[config.mk]
export PLATFORM = sky130hd
export DESIGN_NAME = addr_src_sel
export DESIGN_NICKNAME = d
export VERILOG_FILES = /design/src/rtl/addr_src_pkg.sv /design/src/rtl/addr_src_ctrl.sv /design/src/rtl/addr_src_dp.sv /design/src/rtl/addr_src_sel.sv
export SDC_FILE = /design/constraint.sdc
export NUM_CORES = 1
export LEC_CHECK = 0
export ABC_CLOCK_PERIOD_IN_PS = 2960
export BUFFER_PORTS_ARGS = -buffer_cell sky130_fd_sc_hd__buf_2
export CAP_MARGIN = 0
export CORE_MARGIN = 4
export CORE_UTILIZATION = 40
export CTS_CLUSTER_DIAMETER = 120
export DETAILED_ROUTE_END_ITERATION = 8
export GPL_TIMING_DRIVEN = 0
export HOLD_SLACK_MARGIN = 0.06
export PLACE_DENSITY_LB_ADDON = 0.1
export SETUP_SLACK_MARGIN = 0.1
export SLEW_MARGIN = 15
export SYNTH_ARGS = -nofsm -noshare
export SYNTH_HDL_FRONTEND = slang
export SYNTH_SLANG_ARGS = --single-unit
[constraint.sdc]
create_clock -name clk -period 2.96 [get_ports clk]
set_clock_uncertainty 0.1 [all_clocks]
set_input_delay 0.444 -clock clk [delete_from_list [all_inputs] [get_ports clk]]
set_output_delay 0.444 -clock clk [all_outputs]
set_load 0.005 [all_outputs]
[src/rtl/addr_src_pkg.sv]
package addr_src_pkg;
  typedef enum logic [1:0] {
    SRC_HL   = 2'd0,
    SRC_TMP  = 2'd1,
    SRC_STK  = 2'd2,
    SRC_NONE = 2'd3
  } srcSel_e;

  typedef struct packed {
    logic    loadEn;
    srcSel_e src;
    logic    incEn;
    logic    pushEn;
    logic    popEn;
    logic    tmpLoWr;
    logic    tmpHiWr;
  } strobes_t;
endpackage

[src/rtl/addr_src_ctrl.sv]
module addr_src_ctrl
  import addr_src_pkg::*;
(
  input  logic       clk,
  input  logic       rstN,
  input  logic       tmpStrobe,
  input  logic       loadReq,
  input  logic [1:0] loadSrc,
  input  logic       pushReq,
  input  logic       popReq,
  input  logic       incReq,
  output strobes_t   strb
);
  logic hiPhase;
  srcSel_e srcDec;

  assign srcDec = srcSel_e'(loadSrc);

  always_ff @(posedge clk or negedge rstN) begin
    if (!rstN)          hiPhase <= 1'b0;
    else if (tmpStrobe) hiPhase <= ~hiPhase;
  end

  always_comb begin
    strb.loadEn  = loadReq && (srcDec != SRC_NONE);
    strb.src     = srcDec;
    strb.incEn   = incReq && !strb.loadEn;
    strb.pushEn  = pushReq && !popReq;
    strb.popEn   = popReq && !pushReq;
    strb.tmpLoWr = tmpStrobe && !hiPhase;
    strb.tmpHiWr = tmpStrobe && hiPhase;
  end

  // a low-byte write is followed by the high-byte phase
  assert_tmp_phase_R3: assert property (@(posedge clk) disable iff (!rstN)
    strb.tmpLoWr |=> hiPhase);
  assert_tmp_back_R3: assert property (@(posedge clk) disable iff (!rstN)
    strb.tmpHiWr |=> !hiPhase);
  // conflicting requests produce no stack strobe
  assert_no_dual_R9: assert property (@(posedge clk) disable iff (!rstN)
    !(strb.pushEn && strb.popEn));
endmodule

[src/rtl/addr_src_dp.sv]
module addr_src_dp
  import addr_src_pkg::*;
#(
  parameter int ADDR_W    = 13,
  parameter int BYTE_W    = 8,
  parameter int STK_DEPTH = 16,
  parameter int CARDS     = 4
) (
  input  logic              clk,
  input  logic              rstN,
  input  strobes_t          strb,
  input  logic [ADDR_W-1:0] pcIn,
  input  logic [BYTE_W-1:0] hReg,
  input  logic [BYTE_W-1:0] lReg,
  input  logic [BYTE_W-1:0] tmpByte,
  output logic [ADDR_W-1:0] memAddr,
  output logic [CARDS-1:0]  cardSel
);
  localparam int PTR_W  = $clog2(STK_DEPTH);
  localparam int CARD_W = $clog2(CARDS);
  localparam int HI_W   = ADDR_W - BYTE_W;

  logic [ADDR_W-1:0] stk [STK_DEPTH];
  logic [PTR_W-1:0]  ptr, topIdx;
  logic [BYTE_W-1:0] tmpLo;
  logic [HI_W-1:0]   tmpHi;
  logic [ADDR_W-1:0] hlAddr, tmpAddr, nextAddr;

  assign hlAddr  = {hReg[HI_W-1:0], lReg};
  assign tmpAddr = {tmpHi, tmpLo};
  assign topIdx  = ptr - PTR_W'(1);

  always_comb begin
    nextAddr = memAddr;
    if (strb.loadEn) begin
      case (strb.src)
        SRC_HL:  nextAddr = hlAddr;
        SRC_TMP: nextAddr = tmpAddr;
        SRC_STK: nextAddr = stk[topIdx];
        default: nextAddr = memAddr;
      endcase
    end else if (strb.incEn) begin
      nextAddr = memAddr + ADDR_W'(1);
    end
  end

  always_ff @(posedge clk or negedge rstN) begin
    if (!rstN) begin
      memAddr <= '0;
      tmpLo   <= '0;
      tmpHi   <= '0;
    end else begin
      memAddr <= nextAddr;
      if (strb.tmpLoWr) tmpLo <= tmpByte;
      if (strb.tmpHiWr) tmpHi <= tmpByte[HI_W-1:0];
    end
  end

  always_ff @(posedge clk or negedge rstN) begin
    if (!rstN) begin
      ptr <= '0;
      for (int i = 0; i < STK_DEPTH; i++) stk[i] <= '0;
    end else if (strb.pushEn) begin
      stk[ptr] <= pcIn;
      ptr      <= ptr + PTR_W'(1);
    end else if (strb.popEn) begin
      ptr      <= topIdx;
    end
  end

  for (genvar g = 0; g < CARDS; g++) begin : gCard
    assign cardSel[g] = (memAddr[ADDR_W-1 -: CARD_W] == CARD_W'(g));
  end

  assert_hl_load_R2: assert property (@(posedge clk) disable iff (!rstN)
    (strb.loadEn && strb.src == SRC_HL) |=> memAddr == $past(hlAddr));
  assert_inc_R4: assert property (@(posedge clk) disable iff (!rstN)
    strb.incEn |=> memAddr == ADDR_W'($past(memAddr) + ADDR_W'(1)));
  assert_push_ptr_R6: assert property (@(posedge clk) disable iff (!rstN)
    strb.pushEn |=> ptr == PTR_W'($past(ptr) + PTR_W'(1)));
  assert_pop_ptr_R7: assert property (@(posedge clk) disable iff (!rstN)
    strb.popEn |=> ptr == PTR_W'($past(ptr) - PTR_W'(1)));
  assert_ptr_hold_R9: assert property (@(posedge clk) disable iff (!rstN)
    (!strb.pushEn && !strb.popEn) |=> $stable(ptr));
  assert_addr_hold_R11: assert property (@(posedge clk) disable iff (!rstN)
    (!strb.loadEn && !strb.incEn) |=> $stable(memAddr));
endmodule

[src/rtl/addr_src_sel.sv]
module addr_src_sel
  import addr_src_pkg::*;
#(
  parameter int ADDR_W    = 13,
  parameter int BYTE_W    = 8,
  parameter int STK_DEPTH = 16,
  parameter int CARDS     = 4
) (
  input  logic              clk,
  input  logic              rstN,
  input  logic [ADDR_W-1:0] pcIn,
  input  logic [BYTE_W-1:0] hReg,
  input  logic [BYTE_W-1:0] lReg,
  input  logic [BYTE_W-1:0] tmpByte,
  input  logic              tmpStrobe,
  input  logic              loadReq,
  input  logic [1:0]        loadSrc,
  input  logic              pushReq,
  input  logic              popReq,
  input  logic              incReq,
  output logic [ADDR_W-1:0] memAddr,
  output logic [CARDS-1:0]  cardSel
);
  strobes_t strb;

  addr_src_ctrl uCtrl (
    .clk(clk), .rstN(rstN), .tmpStrobe(tmpStrobe), .loadReq(loadReq),
    .loadSrc(loadSrc), .pushReq(pushReq), .popReq(popReq), .incReq(incReq),
    .strb(strb)
  );

  addr_src_dp #(
    .ADDR_W(ADDR_W), .BYTE_W(BYTE_W), .STK_DEPTH(STK_DEPTH), .CARDS(CARDS)
  ) uDp (
    .clk(clk), .rstN(rstN), .strb(strb), .pcIn(pcIn), .hReg(hReg),
    .lReg(lReg), .tmpByte(tmpByte), .memAddr(memAddr), .cardSel(cardSel)
  );

  // exactly one card selected at all times out of reset
  assert_card_onehot_R10: assert property (@(posedge clk) disable iff (!rstN)
    $countones(cardSel) == 1);
  // a load wins over an increment
  assert_load_prio_R5: assert property (@(posedge clk) disable iff (!rstN)
    (loadReq && loadSrc == 2'd0 && incReq) |=> memAddr == $past({hReg[4:0], lReg}));
endmodule

==> results.yml, run 1 <==
logic_synthesis:
  synth_top_area_share: 0.5178
  ys_top_cells_by_area: "dfrtp_1, mux2_2, mux4_2"
  synth_most_common_cell: "dfrtp_1"
  synth_commonest_cells: "dfrtp_1, mux2_2, nand2_1, mux4_2, clkbuf_1"
  syn-cell-area_mm2: 0.01155
  yosysSeqAreaShare: 0.5178
  synth_cells: 835
  synth-seq-cells: 239
  synth_nets: 892
  ys_types: 56
  synth-warning-count: 0
  synth-edff-count: 0
  syn_avg_cell_area_um2: 13.83
  synth_flop_cell: "dfrtp_1"
  synth_area_leader_cell: "dfrtp_1"
  async_flop_share: 1.000
final_layout:
  area_growth_pct: 19.28
  fillCellCount: 2460
  nets: 1015
  num_antenna_cells: 0
  drive_gt1_frac: 0.4410
  fin_util: 0.4892
  multi_input_area_mm2: 0.005335
  finalNonFillerCells: 1353
  seqCellArea_mm2: 0.005982
timing:
  drv_slew: 0
  fin_crit_sh: 0.9515
  timing.slew.headroom: 0.3379
  rsz0062_at_grt: "true"
  finalSetupViolations: 0
  fmax_ghz: 0.3551
  fin_crit_ns: 2.816
  tightest_slew_ns: 0.9932
  hold_violations: 0
setup_path:
  end_kind: "flop"
  arrival_ns: 3.11
  worstSetupPathType: "reg2reg"
  cp_max_fo: 10
  crit_start: "uDp.ptr[0]$_DFFE_PN0P_"
  worstPathRequired_ns: 3.25
  rr_startpoint: "uDp.ptr[0]$_DFFE_PN0P_"
  cp-start-kind: "flop"
clocking:
  clk_latency_ns: 0.53
  cts_num_sinks: 239
  cts_buffers: 27
  clockRootBuffer: "clkbuf_16"
  clkTransAtPathRegs_ns: 0.06
  cts_tree: "yes"
  htreeDepth: 1
  clockBufferDepth: 3
grt:
  grt_util_all_layers: 0.2114
  grt_max_degree: 98
  grt_pass1_vias: 7856
  antenna_found_initial: 1
  grt_pass1_wl_um: 50270
  grt_remaining_overflow: 0
floorplanning:
  std_cell_rows: 61
  dieArea_mm2: 0.03166
  die_h_um: 177.9
  initial_core_util: 0.4101
  fp.coreArea_mm2: 0.02816
  pin_count: 63
  fp.dieW_um: 177.9
placed_design:
  hpwl_um: 21410
  place_inst: 1274
  gp_congestion: 0.9425
  io_buffer_count: 59
power:
  p_switching_mw: 5.384
  combPwrFrac: 0.440
  peakVddDrop_mv: 0.5309
  seqPwrFrac: 0.352
  pwr-share-clk: 0.208
  sw_frac_of_total: 0.3385
  power_density_mw_per_mm2: 1154
  leakagePower_nw: 6.111
  intPower_mw: 10.52
  total_power_mw: 15.91
drt:
  num_vias: 7557
  vias_per_cell: 5.585
  wire_per_inst_um: 24.25
  drcViolationCount: 0
  first_iter_violations: 618
  drt-total-wl_um: 32810
  first_pass_iters: 5
  ant_nets: 0
min_path:
  hold_path_class: "in2reg"
  min_from: "tmpByte[1]"
flow_run:
  cap_violations: 0
run_status:
  status: "finished, final reports clean"
==> routing by layer <==
metal | track usage | share of wire
met5 | 0 | 0
met4 | 0.04544 | 0.020
met3 | 0.02556 | 0.045
met2 | 0.3348 | 0.46
met1 | 0.3149 | 0.47
==> final timing paths <==
check | cells after the start | slack [ns] | to
max | 12 | 0.14 | uDp.memAddr[2]$_DFFE_PN0P_
min | 2 | 0.08 | uDp.tmpLo[1]$_DFFE_PN0P_
max reg2reg | 12 | 0.14 | uDp.memAddr[2]$_DFFE_PN0P_
min reg2reg | 1 | 0.39 | uDp.stk[32]$_DFFE_PN0P_
max in group asynchronous | 3 | 1.41 | uDp.tmpLo[6]$_DFFE_PN0P_
min in group asynchronous | 2 | 0.38 | uDp.stk[156]$_DFFE_PN0P_
==> power groups by stage <==
stage	clock [mW]	sequential, mW	combinational, mW
6_report	3.31	5.60	6.99
4_1_cts	3.40	5.58	6.83
5_1_grt	3.53	5.78	7.48
3_3_place_gp	0	5.63	6.02
2_1_floorplan	0	5.35	4.39
3_5_place_dp	0	5.65	6.11
==> state kept, by name, summed over array words and instances, names as in the netlist <==
name and flops:
uDp.ptr 4, uDp.tmpLo 8, uDp.memAddr 13, uCtrl.hiPhase 1, uDp.tmpHi 5, uDp.stk 208
==> through the flow <==
stage                     setup slack, ns  setup TNS [ns]  hold WS, ns  instance area (um^2)
final                              0.1436               0      0.08448                 13780
after global routing              0.08276               0      0.07542                 13780
after CTS                          0.1006               0      0.06400                 13690
after detailed placement          -0.9596          -45.55       0.3776                 12400
after global placement             -3.675         -816.19       0.3718                 12340
after floorplan                    0.1468               0      0.04841                 11570
==> layout by cell type (no fill, tap or decap), types with 4 or more instances in the layout <==
master	count
a21o_1	4
a21oi_1	22
a221oi_1	4
a31oi_1	4
and2_1	5
buf_1	5
buf_12	6
buf_2	61
buf_4	30
clkbuf_1	40
clkbuf_16	27
clkbuf_4	4
clkbuf_8	13
dfrtp_1	238
dlygate4sd3_1	7
ha_1	9
inv_1	7
mux2_1	17
mux2_2	207
mux2i_1	6
mux4_2	51
nand2_1	55
nand2b_1	5
nand3_1	21
nand4_1	11
nand4b_1	4
nor2_1	7
nor2b_1	8
nor3_1	6
o21ai_0	12
xor2_1	4
==> cell type report <==
class	count	share of cell area
clock buffers	44	0.06166
plain buffers	66	0.03078
clock inverters	2	0.002815
inverters	8	0.002452
multi-input cells	522	0.3872
well taps	378	0.03433
flip-flops and latches	239	0.4342
repair buffers	94	0.04659
==> worst max-delay path, cell delays in order, from the launching register on <==
cell and delay (ns):
dfrtp_2 0.42, buf_12 0.13, buf_12 0.10, buf_12 0.11, clkinvlp_4 0.17, ha_4 0.33, buf_12 0.15, buf_12 0.14
mux4_2 0.33, mux2i_2 0.21, mux2i_4 0.14, a221oi_2 0.24, a221oi_1 0.07
==> logic make-up (layout without fill, tap and decap cells) <==
group | Yosys count | in the layout | synth area share
mux | 285 | 285 | 0.3265
flops | 239 | 239 | 0.5178
simple gates | 136 | 136 | 0.06044
compound gates | 83 | 83 | 0.04853
buf+inv | 74 | 214 | 0.02795
fa+ha+maj | 11 | 11 | 0.01191
xor+xnor | 7 | 7 | 0.006933
==> what timing repair did <==
item	CTS	global route
endpoints found under the setup margin	94	32
hold endpoints to repair	84	0
hold buffers	7	0
resized for setup	43	8
pin swaps	2	1
setup buffers	20	6
No activity file was read; power rests on OpenSTA's default activity.
==> run 2: changes to the inputs <==
Settings changed: SYNTH_HIERARCHICAL from default to 1.
==> results.yml, run 2 <==
final_layout:
  num_antenna_cells: 0
  layout.cells.most_common: "dfrtp_1"
  largest-register: "uDp/stk"
  fillCellCount: 2549
  top_regs: "uDp/stk x208, uDp/memAddr x13, uDp/tmpLo x8"
  drive_gt1_frac: 0.4342
  largest_register_ffs: 208
  finalInstanceArea_mm2: 0.01372
  multi_input_area_mm2: 0.005364
  area_growth_pct: 18.79
  seqCellArea_mm2: 0.005981
  fin_util: 0.4873
  final_cell_mix: "dfrtp_1, mux2_2, buf_2"
  nets: 1007
logic_synthesis:
  synth_top_family_by_area: "multiplexers"
  synth_mux_area_frac: 0.3287
  ys_types: 58
  synth_flop_cell: "dfrtp_1"
  synth_top_area_share: 0.5177
  synth-simple-area-share: 0.05870
  synth_xor_area_frac: 0.004548
  ys_top_cells_by_area: "dfrtp_1, mux2_2, mux4_2"
  synth-warning-count: 6
  synth-seq-cells: 239
  synth_most_common_cell: "dfrtp_1"
  syn_avg_cell_area_um2: 13.69
  synth_commonest_cells: "dfrtp_1, mux2_2, nand2_1, mux4_2, clkbuf_1"
  yosysSeqAreaShare: 0.5177
  synth_nets: 899
  synthAdderAreaFrac: 0.009747
  synth_cells: 844
  syn-cell-area_mm2: 0.01155
  synth_compound_area_frac: 0.05177
  async_flop_share: 1.000
  synth-edff-count: 0
  synth_area_leader_cell: "dfrtp_1"
floorplanning:
  fp.dieW_um: 178.0
  pin_count: 63
  std_cell_rows: 61
  die_h_um: 178.0
  initial_core_util: 0.4102
  dieArea_mm2: 0.03167
  fp.coreArea_mm2: 0.02816
grt:
  grt_pass1_vias: 7672
  grt_remaining_overflow: 0
  antenna_found_initial: 0
  grt_pass1_wl_um: 47290
  grt_max_degree: 100
  grt_util_all_layers: 0.1969
power:
  power_density_mw_per_mm2: 1143
  leakagePower_nw: 6.150
  peakVddDrop_mv: 0.7314
clocking:
  clk_latency_ns: 0.53
  htreeDepth: 1
  clockRootBuffer: "clkbuf_16"
  cts_tree: "yes"
  clkTransAtPathRegs_ns: 0.06
  cts_num_sinks: 239
  clockBufferDepth: 3
  cts_buffers: 28
timing:
  fmax_ghz: 0.3503
  drv_slew: 0
  hold_violations: 0
  rsz0062_at_grt: "true"
  timing.slew.headroom: 0.2798
  fin_crit_sh: 0.9643
  fin_crit_ns: 2.854
  finalSetupViolations: 0
  holdWs_ns: 0.08253
  tightest_slew_ns: 1.080
  final.setup.tns_ns: 0
drt:
  drcViolationCount: 0
  num_vias: 7445
  vias_per_cell: 5.515
  drt-total-wl_um: 31010
  first_iter_violations: 505
  wire_per_inst_um: 22.97
  ant_nets: 0
  first_pass_iters: 5
setup_path:
  crit_start: "uDp/ptr[1]$_DFFE_PN0P_"
  path_cells: "inv_1 -> ha_1 -> nand2_1 -> nor3_1 -> buf_2 -> mux2_2"
  worst_r2r_path_depth: 6
  worst_path_max_delay_cell: "nor3_1"
  cp_max_fo: 10
  max_stage_delay_ns: 0.67
  end_kind: "flop"
  worstPathRequired_ns: 3.27
  regToRegSetupSlack_ns: 0.11
  worstReg2RegEnd: "uDp/stk[193]$_DFFE_PN0P_"
  rr_startpoint: "uDp/ptr[1]$_DFFE_PN0P_"
  arrival_ns: 3.16
  worstSetupPathType: "reg2reg"
  cp-start-kind: "flop"
run_status:
  status: "finished, final reports clean"
placed_design:
  hpwl_um: 20640
  io_buffer_count: 59
  gp_congestion: 0.8545
  place_area_mm2: 0.01239
min_path:
  hold_path_class: "in2reg"
  min_to: "uDp/tmpLo[3]$_DFFE_PN0P_"
  min_from: "tmpByte[3]"
  whs_path_depth: 2
flow_run:
  cap_violations: 0
-- run 2: cell types whose count changed after synthesis, sizes merged, moves of 5 or more --
cell   change
a21oi      +5
mux2i      +9
nor2      +14
nand3      -5
nand2      +5
-- run 2: cell type report --
type	count	share of cell area
clock inverters	8	0.004741
clock buffers	42	0.06373
plain buffers	65	0.02854
multi-input cells	532	0.3908
repair buffers	78	0.03938
well taps	378	0.03446
flip-flops and latches	239	0.4358
inverters	8	0.002553
-- run 2: where the power goes --
part           total [mW]  internal [mW]  switching (mW)
sequential           5.61           4.78           0.829
clock                3.44           2.11            1.33
combinational        6.64           3.55            3.09
total                15.7           10.4            5.25
-- run 2: critical path: cells and delay by family (launching register included) --
kind / cells / cell delay [ns]
and+or+nand+nor: 2 / 0.74
DFF: 1 / 0.48
muxes: 1 / 0.39
adders and majority gates: 1 / 0.25
buffers and inverters: 2 / 0.77
-- run 2: repair_timing --
action / in CTS / in global routing
endpoints found under the hold margin: 79 / 0
pin swaps: 3 / 4
resized for setup: 36 / 11
buffers inserted: 4 / 3
hold buffers: 9 / 0
endpoints found under the setup margin: 94 / 7
gates cloned: 0 / 1
-- run 2: per-layer routing --
layer / share of wire / track usage / vias up
li1: - / - / 3371
met1: 0.47 / 0.2843 / 3844
met2: 0.47 / 0.3167 / 188
met3: 0.046 / 0.02769 / 42
met4: 0.020 / 0.04641 / 0
met5: 0 / 0 / -
-- run 2: kinds of logic after synthesis --
family | after synthesis
flops | 239
buf+inv | 73
compound gates | 88
mux | 288
xor+xnor | 6
fa+ha+maj | 9
simple gates | 141
-- run 2: how the worst max path moves through the flow --
| stage | cells past startpoint | slack (ns) | endpoint |
|---|---|---|---|
| after CTS | 11 | 0.12 | uDp/memAddr[6]$_DFFE_PN0P_ |
| after global routing | 6 | 0.07 | uDp/stk[193]$_DFFE_PN0P_ |
| final | 6 | 0.11 | uDp/stk[193]$_DFFE_PN0P_ |
| after detailed placement | 13 | -1.40 | uDp/memAddr[12]$_DFFE_PN0P_ |
| after global placement | 1 | -3.20 | uDp/stk[44]$_DFFE_PN0P_ |
| after floorplan | 11 | 0.11 | uDp/memAddr[6]$_DFFE_PN0P_ |
-- run 2: per-stage QoR --
step,cells,power [mW],setup WS (ns)
detailed placement,1283,11.65,-1.398
global placement,1281,11.55,-3.204
floorplan,844,9.749,0.1065
global route,1350,16.59,0.07371
finish,1350,15.69,0.1057
CTS,1346,15.58,0.1158
==> run 3: changes to the inputs <==
Settings changed: GPL_TIMING_DRIVEN 0 to default, PLACE_DENSITY_LB_ADDON 0.1 to default.
==> results.yml, run 3 (synthesis results as in run 2) <==
grt:
  grt_pass1_wl_um: 44990
  grt_pass1_vias: 7651
  grt_util_all_layers: 0.1831
  grt_remaining_overflow: 0
  antenna_found_initial: 1
  grt_max_degree: 63
setup_path:
  arrival_ns: 2.94
  worst_path_max_delay_cell: "dfrtp_4"
  worstPathRequired_ns: 3.26
  worstSetupPathType: "reg2reg"
  path_cells: "inv_1 -> ha_2 -> buf_4 -> mux4_2 -> mux2i_1 -> mux2i_1 -> buf_4 -> a221oi_1 -> nor3_1"
  max_stage_delay_ns: 0.50
  cp_max_fo: 10
  cp-start-kind: "flop"
  crit_family: "multiplexers"
  end_kind: "flop"
  path_buf_inv: 3
clocking:
  clockBufferDepth: 3
  cts_buffers: 27
  clockRootBuffer: "clkbuf_16"
  cts_num_sinks: 239
  clkTransAtPathRegs_ns: 0.06
  htreeDepth: 1
  clk_latency_ns: 0.53
  cts_tree: "yes"
final_layout:
  top_regs: "uDp/stk x208, uDp/memAddr x13, uDp/tmpLo x8"
  num_antenna_cells: 0
  fin_util: 0.4793
  nets: 981
  final_cell_mix: "dfrtp_1, mux2_2, nand2_1"
  layout.cells.most_common: "dfrtp_1"
  area_growth_pct: 16.84
  fillCellCount: 2476
  drive_gt1_frac: 0.4486
  largest_register_ffs: 208
  largest-register: "uDp/stk"
floorplanning:
  fp.coreArea_mm2: 0.02816
  dieArea_mm2: 0.03167
  initial_core_util: 0.4102
  die_h_um: 178.0
  fp.dieW_um: 178.0
  pin_count: 63
  std_cell_rows: 61
timing:
  drv_slew: 0
  fin_ws_ns: 0.3295
  rsz0062_at_grt: "false"
  fmax_ghz: 0.3802
  timing.slew.headroom: 0.4611
  tightest_slew_ns: 0.8067
  fin_crit_sh: 0.8887
  fin_crit_ns: 2.631
  final.setup.tns_ns: 0
  finalSetupViolations: 0
  hold_violations: 0
flow_run:
  cap_violations: 0
power:
  peakVddDrop_mv: 0.5587
  leakagePower_nw: 6.101
  power_density_mw_per_mm2: 1104
  total_power_mw: 14.91
drt:
  vias_per_cell: 5.576
  first_pass_iters: 5
  wire_per_inst_um: 21.62
  ant_nets: 0
  drt-total-wl_um: 28560
  num_vias: 7366
  first_iter_violations: 512
  drcViolationCount: 0
placed_design:
  hpwl_um: 19250
  place_ws_ns: 0.2691
  io_buffer_count: 59
  gp_congestion: 0.8898
run_status:
  status: "finished, final reports clean"
min_path:
  hold_path_class: "in2reg"
run 3: changes by cell type in the layout (fill, tap and decap cells not counted), sizes merged:
cell         previous run  this run
clkbuf                 80        41
buf                    96       111
clkinv                  7         2
dlygate4sd3             9         7
bufinv                  1         2
inv                     8         9
run 3: path summary, 6_finish.rpt:
kind                                              end  slack, ns                 startpoint  cells past startpoint
setup / recovery           uDp/memAddr[4]$_DFFE_PN0P_       0.33     uDp/ptr[0]$_DFFE_PN0P_                      9
hold / removal               uDp/tmpHi[4]$_DFFE_PN0P_       0.08                 tmpByte[4]                      2
setup reg to reg           uDp/memAddr[4]$_DFFE_PN0P_       0.33     uDp/ptr[0]$_DFFE_PN0P_                      9
hold reg to reg             uCtrl/hiPhase$_DFFE_PN0P_       0.39  uCtrl/hiPhase$_DFFE_PN0P_                      1
max in group asynchronous    uDp/stk[106]$_DFFE_PN0P_       1.66                       rstN                      3
min in group asynchronous    uDp/stk[157]$_DFFE_PN0P_       0.35                       rstN                      2
run 3: final cells by class:
type	count	area, um^2	share of cell area
Multi-Input combinational cell	532	5271	0.3905
Clock buffer	41	808.3	0.05988
Timing Repair Buffer	118	853.3	0.06321
Clock inverter	5	78.83	0.005839
Sequential cell	239	5984	0.4433
Tap cell	378	473.0	0.03504
Inverter	8	30.03	0.002224
run 3: repair_timing:
action                                  4_1_cts  5_1_grt
endpoints found under the hold margin        65        0
hold buffers                                  7        0
endpoints found under the setup margin        0        1
buffers inserted                              0        0
resized for setup                             0        1
run 3: routing by layer:
layer | share of wire | GRT usage
met2 | 0.47 | 0.2885
met4 | 0.019 | 0.03738
met3 | 0.049 | 0.03196
met5 | 0.00042 | 0
met1 | 0.46 | 0.2683
run 3: where the power goes:
group,total (mW),switching (mW),internal (mW)
Sequential,5.61,0.817,4.79
Combinational,5.96,2.72,3.25
Clock,3.34,1.30,2.04
Total,14.9,4.83,10.1
run 3: through the flow:
stage | std cells | hold WS [ns] | area, um^2
3_3_place_gp | 1268 | 0.3323 | 12540
2_1_floorplan | 844 | 0.04841 | 11560
5_1_grt | 1321 | 0.07194 | 13500
3_5_place_dp | 1268 | 0.3318 | 12540
4_1_cts | 1321 | 0.06146 | 13500
6_report | 1321 | 0.08300 | 13500
